<file path="src/rtl/ncr_pkg.sv">
package ncr_pkg;

    localparam int BIT_RX_EN   = 0;
    localparam int BIT_RX_DIS  = 1;
    localparam int BIT_TX_GO   = 2;
    localparam int BIT_TX_HALT = 3;
    localparam int CMD_BITS    = 4;

    typedef enum logic [1:0] {
        RX_OFF      = 2'd0,
        RX_ON       = 2'd1,
        RX_EN_WAIT  = 2'd2,
        RX_DIS_WAIT = 2'd3
    } rx_state_e;

    typedef enum logic {
        TX_IDLE = 1'b0,
        TX_RUN  = 1'b1
    } tx_state_e;

endpackage

</file>
<file path="src/rtl/ncr_rx_ctl.sv">
module ncr_rx_ctl
    import ncr_pkg::*;
(
    input  logic clk,
    input  logic rst_n,
    input  logic soft_rst,
    input  logic wr_en,
    input  logic wr_rx_en,
    input  logic wr_rx_dis,
    input  logic rx_busy,
    input  logic net_active,
    output logic en_bit,
    output logic dis_bit,
    output logic buf_en
);

    rx_state_e st_q, st_d;

    always_ff @(posedge clk or negedge rst_n) begin
        if (!rst_n) st_q <= RX_OFF;
        else        st_q <= st_d;
    end

    always_comb begin
        st_d = st_q;
        if (soft_rst) begin
            st_d = RX_OFF;
        end else begin
            unique case (st_q)
                RX_OFF: begin
                    // disable wins when both are written together
                    if (wr_en && wr_rx_en && !wr_rx_dis)
                        st_d = rx_busy ? RX_EN_WAIT : RX_ON;
                end
                RX_ON: begin
                    if (wr_en && wr_rx_dis)
                        st_d = rx_busy ? RX_DIS_WAIT : RX_OFF;
                end
                RX_EN_WAIT: begin
                    if (wr_en && !wr_rx_en)  st_d = RX_OFF;
                    else if (!net_active)    st_d = RX_ON;
                end
                RX_DIS_WAIT: begin
                    if (wr_en && !wr_rx_dis) st_d = RX_ON;
                    else if (!rx_busy)       st_d = RX_OFF;
                end
                default: st_d = RX_OFF;
            endcase
        end
    end

    always_comb begin
        en_bit  = (st_q != RX_OFF);
        dis_bit = (st_q != RX_ON);
        buf_en  = (st_q == RX_ON) || (st_q == RX_DIS_WAIT);
    end

endmodule

</file>
<file path="src/rtl/ncr_tx_ctl.sv">
module ncr_tx_ctl
    import ncr_pkg::*;
#(
    parameter int N_ABORT = 4
) (
    input  logic               clk,
    input  logic               rst_n,
    input  logic               soft_rst,
    input  logic               wr_en,
    input  logic               wr_go,
    input  logic               wr_halt,
    input  logic               cam_busy,
    input  logic               eol_done,
    input  logic [N_ABORT-1:0] abort,
    input  logic               stat_wb,
    output logic               go_bit,
    output logic               halt_bit,
    output logic               start_pls,
    output logic               halted_pls,
    output logic               err_pls
);

    tx_state_e st_q, st_d;
    logic      halt_q, halt_d;
    logic      start_d, halted_d, err_d;
    logic      finish, halt_hit;

    assign finish   = (|abort) || eol_done;
    assign halt_hit = stat_wb && halt_q;

    always_ff @(posedge clk or negedge rst_n) begin
        if (!rst_n) begin
            st_q   <= TX_IDLE;
            halt_q <= 1'b0;
        end else begin
            st_q   <= st_d;
            halt_q <= halt_d;
        end
    end

    always_comb begin
        st_d     = st_q;
        halt_d   = halt_q;
        start_d  = 1'b0;
        halted_d = 1'b0;
        err_d    = 1'b0;
        if (soft_rst) begin
            st_d   = TX_IDLE;
            halt_d = 1'b0;
        end else begin
            unique case (st_q)
                TX_IDLE: begin
                    halt_d = wr_en && wr_halt;
                    if (wr_en && wr_go) begin
                        if (cam_busy) begin
                            err_d = 1'b1;
                        end else begin
                            st_d    = TX_RUN;
                            start_d = 1'b1;
                        end
                    end
                end
                TX_RUN: begin
                    if (finish || halt_hit) begin
                        st_d     = TX_IDLE;
                        halt_d   = 1'b0;
                        halted_d = !finish;
                    end else if (wr_en && wr_halt) begin
                        halt_d = 1'b1;
                    end
                end
                default: st_d = TX_IDLE;
            endcase
        end
    end

    always_ff @(posedge clk or negedge rst_n) begin
        if (!rst_n) begin
            start_pls  <= 1'b0;
            halted_pls <= 1'b0;
            err_pls    <= 1'b0;
        end else begin
            start_pls  <= start_d;
            halted_pls <= halted_d;
            err_pls    <= err_d;
        end
    end

    assign go_bit   = (st_q == TX_RUN);
    assign halt_bit = halt_q;

endmodule

</file>
<file path="src/rtl/ncr_rd_port.sv">
module ncr_rd_port
    import ncr_pkg::*;
#(
    parameter int DATA_W = 8
) (
    input  logic                clk,
    input  logic                rst_n,
    input  logic                rd_en,
    input  logic [CMD_BITS-1:0] bits,
    output logic                rd_valid,
    output logic [DATA_W-1:0]   rd_data
);

    localparam int PAD_W = DATA_W - CMD_BITS;

    logic [DATA_W-1:0] word;

    generate
        if (PAD_W > 0) begin : g_pad
            assign word = {{PAD_W{1'b0}}, bits};
        end else begin : g_nopad
            assign word = bits[DATA_W-1:0];
        end
    endgenerate

    always_ff @(posedge clk or negedge rst_n) begin
        if (!rst_n) begin
            rd_valid <= 1'b0;
            rd_data  <= '0;
        end else begin
            rd_valid <= rd_en;
            rd_data  <= rd_en ? word : '0;
        end
    end

endmodule

</file>
<file path="src/rtl/netctl_cmd_reg.sv">
module netctl_cmd_reg
    import ncr_pkg::*;
#(
    parameter int DATA_W  = 8,
    parameter int N_ABORT = 4
) (
    input  logic               clk,
    input  logic               rst_n,
    input  logic               soft_rst,
    input  logic               wr_en,
    input  logic [DATA_W-1:0]  wr_data,
    input  logic               rd_en,
    output logic               rd_valid,
    output logic [DATA_W-1:0]  rd_data,
    input  logic               rx_busy,
    input  logic               net_active,
    input  logic               tx_eol_done,
    input  logic [N_ABORT-1:0] tx_abort,
    input  logic               tx_stat_wb,
    input  logic               cam_busy,
    output logic               rx_buf_en,
    output logic               tx_active,
    output logic               tx_start,
    output logic               tx_halted,
    output logic               cmd_err
);

    logic rx_en_bit, rx_dis_bit, tx_go_bit, tx_halt_bit;
    logic [CMD_BITS-1:0] cmd_bits;

    ncr_rx_ctl u_rx (
        .clk        (clk),
        .rst_n      (rst_n),
        .soft_rst   (soft_rst),
        .wr_en      (wr_en),
        .wr_rx_en   (wr_data[BIT_RX_EN]),
        .wr_rx_dis  (wr_data[BIT_RX_DIS]),
        .rx_busy    (rx_busy),
        .net_active (net_active),
        .en_bit     (rx_en_bit),
        .dis_bit    (rx_dis_bit),
        .buf_en     (rx_buf_en)
    );

    ncr_tx_ctl #(.N_ABORT(N_ABORT)) u_tx (
        .clk        (clk),
        .rst_n      (rst_n),
        .soft_rst   (soft_rst),
        .wr_en      (wr_en),
        .wr_go      (wr_data[BIT_TX_GO]),
        .wr_halt    (wr_data[BIT_TX_HALT]),
        .cam_busy   (cam_busy),
        .eol_done   (tx_eol_done),
        .abort      (tx_abort),
        .stat_wb    (tx_stat_wb),
        .go_bit     (tx_go_bit),
        .halt_bit   (tx_halt_bit),
        .start_pls  (tx_start),
        .halted_pls (tx_halted),
        .err_pls    (cmd_err)
    );

    always_comb begin
        cmd_bits              = '0;
        cmd_bits[BIT_RX_EN]   = rx_en_bit;
        cmd_bits[BIT_RX_DIS]  = rx_dis_bit;
        cmd_bits[BIT_TX_GO]   = tx_go_bit;
        cmd_bits[BIT_TX_HALT] = tx_halt_bit;
    end

    ncr_rd_port #(.DATA_W(DATA_W)) u_rd (
        .clk      (clk),
        .rst_n    (rst_n),
        .rd_en    (rd_en),
        .bits     (cmd_bits),
        .rd_valid (rd_valid),
        .rd_data  (rd_data)
    );

    assign tx_active = tx_go_bit;

endmodule

</file>
<file path="config.mk">
export PLATFORM = sky130hd
export DESIGN_NAME = netctl_cmd_reg
export DESIGN_NICKNAME = d
export VERILOG_FILES = /design/src/rtl/ncr_pkg.sv /design/src/rtl/ncr_rx_ctl.sv /design/src/rtl/ncr_tx_ctl.sv /design/src/rtl/ncr_rd_port.sv /design/src/rtl/netctl_cmd_reg.sv
export SDC_FILE = /design/constraint.sdc
export NUM_CORES = 1
export LEC_CHECK = 0
export ABC_AREA = 1
export ABC_CLOCK_PERIOD_IN_PS = 3300
export BUFFER_PORTS_ARGS = -buffer_cell sky130_fd_sc_hd__buf_4
export CAP_MARGIN = 20
export CORE_MARGIN = 2
export CORE_UTILIZATION = 45
export DETAILED_ROUTE_END_ITERATION = 10
export HOLD_SLACK_MARGIN = 0.12
export PLACE_DENSITY = 0.81
export SLEW_MARGIN = 20
export SYNTH_ARGS = -nofsm -noshare
export SYNTH_HDL_FRONTEND = slang
export SYNTH_SLANG_ARGS = --single-unit
</file>
<file path="constraint.sdc">
create_clock -name clk -period 3.3 [get_ports clk]
set_clock_uncertainty 0.2 [all_clocks]
set_input_delay 0.66 -clock clk [delete_from_list [all_inputs] [get_ports clk]]
set_output_delay 0.66 -clock clk [all_outputs]
set_load 0.02 [all_outputs]
</file>
==> summary.txt <==
Run status
  • Status: completed

STA
  • Fin. Hold Viols: 0
  • Crit path time final: 1780 ps
  • RSZ-0062 raised after global routing: false
  • Final Cycle Share: 53.8%
  • Max Clock Freq: 563 MHz
  • Setup TNS Final: 0 ps
  • Final count of negative-setup-slack endpoints: 0
  • Final WS setup: 1520 ps
  • Final Max Tran Viols: 0

Setup path
  • Cell count of the worst reg-to-reg path: 6
  • Crit-path cells: buf_4
  • RR Startpoint: u_rx.st_q[0]$_DFFE_PN0P_
  • R2R Setup Slk: 1900 ps
  • Crit path DAT: 920 ps
  • WP data required: 2440 ps
  • CP max-delay cell: dfrtp_1
  • R2r endpoint: u_rx.st_q[0]$_DFFE_PN0P_
  • Nature of the critical path startpoint: register
  • Crit. End Element: primary output
  • WS Path Type: register to primary output
  • Worst path bufs/invs: 1
  • CP max stage delay: 460 ps
  • Crit-path leading delay family: flip-flops
  • CP Max Fanout: 7

Hold path
  • HP Class: primary input to register
  • WHS Path Cells: 1
  • Hold Path End: u_rd.rd_valid$_DFF_PN0_
  • HP Start: rd_en

GRT
  • Layer with the highest usage: met2
  • Gr usage total: 16.7%
  • Global routing usage on met2: 27.8%
  • M1 GR Usage: 19.6%
  • Vias in the first global route: 586
  • M3 GR Usage: 3.02%
  • Antenna violations before repair: 0
  • Largest net degree at the start of global routing: 13
  • First-pass GRT wire length: 2330 um
  • Gr ovfl total: 0

Cells and area
  • Area of the multi-input gates: 254 um2
  • Syn-to-layout area delta: 37.6%
  • Seq. cell area: 300 um2
  • Number of diodes: 0
  • Post-route cell area: 897 um2
  • Filler Cell Count: 127
  • Final net count: 147
  • Layout cells sized above 1: 26.6%

CTS
  • Cts hold-fix bufs: 1
  • Buffer levels on the longest clock path: 2
  • H-tree depth: 1
  • CTS sink count: 12
  • Clk root buf: clkbuf_4
  • Post-CTS Repair Setup Buffers: 0
  • Num CTS Buffers: 3
  • CTS resizes: 0
  • Clock latency on the worst-skew pair: 270 ps
  • Worst-path clk slew: 70 ps
  • CTS tree: built

Logic synthesis
  • Yosys reg bits: 12
  • Cell Area, Synth: 652 um2
  • Synth cell types: 13
  • Sequential cell area fraction in the yosys report: 46.1%
  • Syn_area_per_cell: 6.93 um2
  • Synth warn: 0
  • Synth Instances: 94

Routing
  • Routed Antenna Nets: 0
  • DRT iter0 DRCs: 2
  • Wire length per cell: 9.38 um
  • Routed vias/inst: 4.58
  • Total routed wirelength: 1300 um
  • First-pass DRT Iterations: 4
  • DR DRC count: 0
  • Vias after detailed routing: 636

Pwr
  • Pwr per Cell Area: 503 nW/um2
  • Static leakage: 0.571 nW
  • Maximum VDD drop: 0.207 mV

Floorplanning
  • Die ar.: 1770 um2
  • Initial Util: 48.9%
  • I/O pins: 36
  • Core ar.: 1330 um2
  • Die height: 42.1 um
  • Row cnt: 13
  • Die W: 42.1 um

Placement
  • I/O Buffers: 27
  • Pre-CTS setup slack: 1650 ps
  • Dpl hpwl: 1030 um
  • Placed Area: 851 um2
  • Routability cong.: 0.837

Flow run
  • MaxCap Viol Count: 0
[cells in the mapped netlist]
cell      count  share of area, %
buf_4         4               4.6
dfrtp_1      12                46
nor4_1        1              0.96
o21ai_0       3               2.3
inv_1        20                12
nand4_1       2               1.9
clkbuf_1      1              0.58
nand3_1       8               6.1
a31o_2        1               1.3
nor2_2        1              0.96
conb_1        1              0.58
nand2_1      24                14
nor2_1       16               9.2
[worst register-to-register path, cell delays in order (launching register included)]
cell	delay, ps
dfrtp_1	460
nor2_1	250
inv_1	90
o21ai_0	150
nor2_1	60
nand2_1	50
nand2_1	40
[cell usage in the layout (no fill, tap or decap)]
cell / netlist / routed
buf_4: 4 / 27
nand2_1: 24 / 24
inv_1: 20 / 20
nor2_1: 16 / 16
dfrtp_1: 12 / 12
nand3_1: 8 / 8
conb_1: 1 / 4
o21ai_0: 3 / 3
clkbuf_4: 0 / 3
nand4_1: 2 / 2
nor2_2: 1 / 1
a31o_2: 1 / 1
nor4_1: 1 / 1
clkbuf_8: 0 / 1
dlygate4sd3_1: 0 / 1
[worst max-delay path by stage]
stage,start,endpoint,slack (ps),depth (start not counted)
after floorplan,u_rx.st_q[0]$_DFFE_PN0P_,rx_buf_en,1810,1
after global placement,soft_rst,u_tx.go_bit$_DFF_PN0_,1680,5
after detailed placement,soft_rst,u_tx.go_bit$_DFF_PN0_,1650,5
after CTS,u_rx.st_q[0]$_DFFE_PN0P_,rx_buf_en,1520,1
after global routing,u_rx.st_q[0]$_DFFE_PN0P_,rx_buf_en,1450,1
final,u_rx.st_q[0]$_DFFE_PN0P_,rx_buf_en,1520,1
[layout make-up]
| class | count | share of cell area (%) |
|---|---|---|
| tap | 15 | 2.09 |
| multi-input combinational | 60 | 28.3 |
| sequential | 12 | 33.5 |
| timing repair buffer | 28 | 23.7 |
| inverter | 20 | 8.37 |
| clock buffer | 4 | 4.04 |
[report_power, final]
group | total (mW) | switching, mW | internal, mW
clock | 0.115 | 0.0481 | 0.0670
sequential | 0.183 | 0.0186 | 0.165
combinational | 0.153 | 0.0909 | 0.0623
[routing by layer]
metal  vias up  share of wire (%)
met2        25                 47
met3         4                6.1
li1        333                  -
met4         0                2.3
met5         -                  0
met1       274                 44
[registers in the layout, indices dropped and copies added, names as in the netlist]
register / flops
u_rd.rd_data: 4
u_rd.rd_valid: 1
u_rx.st_q: 2
u_tx.err_pls: 1
u_tx.go_bit: 1
u_tx.halt_bit: 1
u_tx.halted_pls: 1
u_tx.start_pls: 1
[per-stage QoR]
step / util (%) / std cells / hold slack [ps] / power (mW)
6_report: 67.3 / 139 / 322 / 0.452
5_1_grt: 67.3 / 139 / 308 / 0.485
4_1_cts: 67.3 / 139 / 316 / 0.455
3_5_place_dp: 63.8 / 134 / 304 / 0.339
3_3_place_gp: 63.8 / 134 / 285 / 0.334
2_1_floorplan: - / 97 / 164 / 0.285
[cell families (layout without fill, tap and decap cells)]
kind of cell	count (synthesis)	count (layout)	share of synthesized area, %
AND/OR/NAND/NOR	52	52	33.0
buffers and inverters	25	52	16.7
flip-flops	12	12	46.1
AO/OA/AOI/OAI	4	4	3.65
other	1	4	0.575
Power figures use the tool's default switching activity.
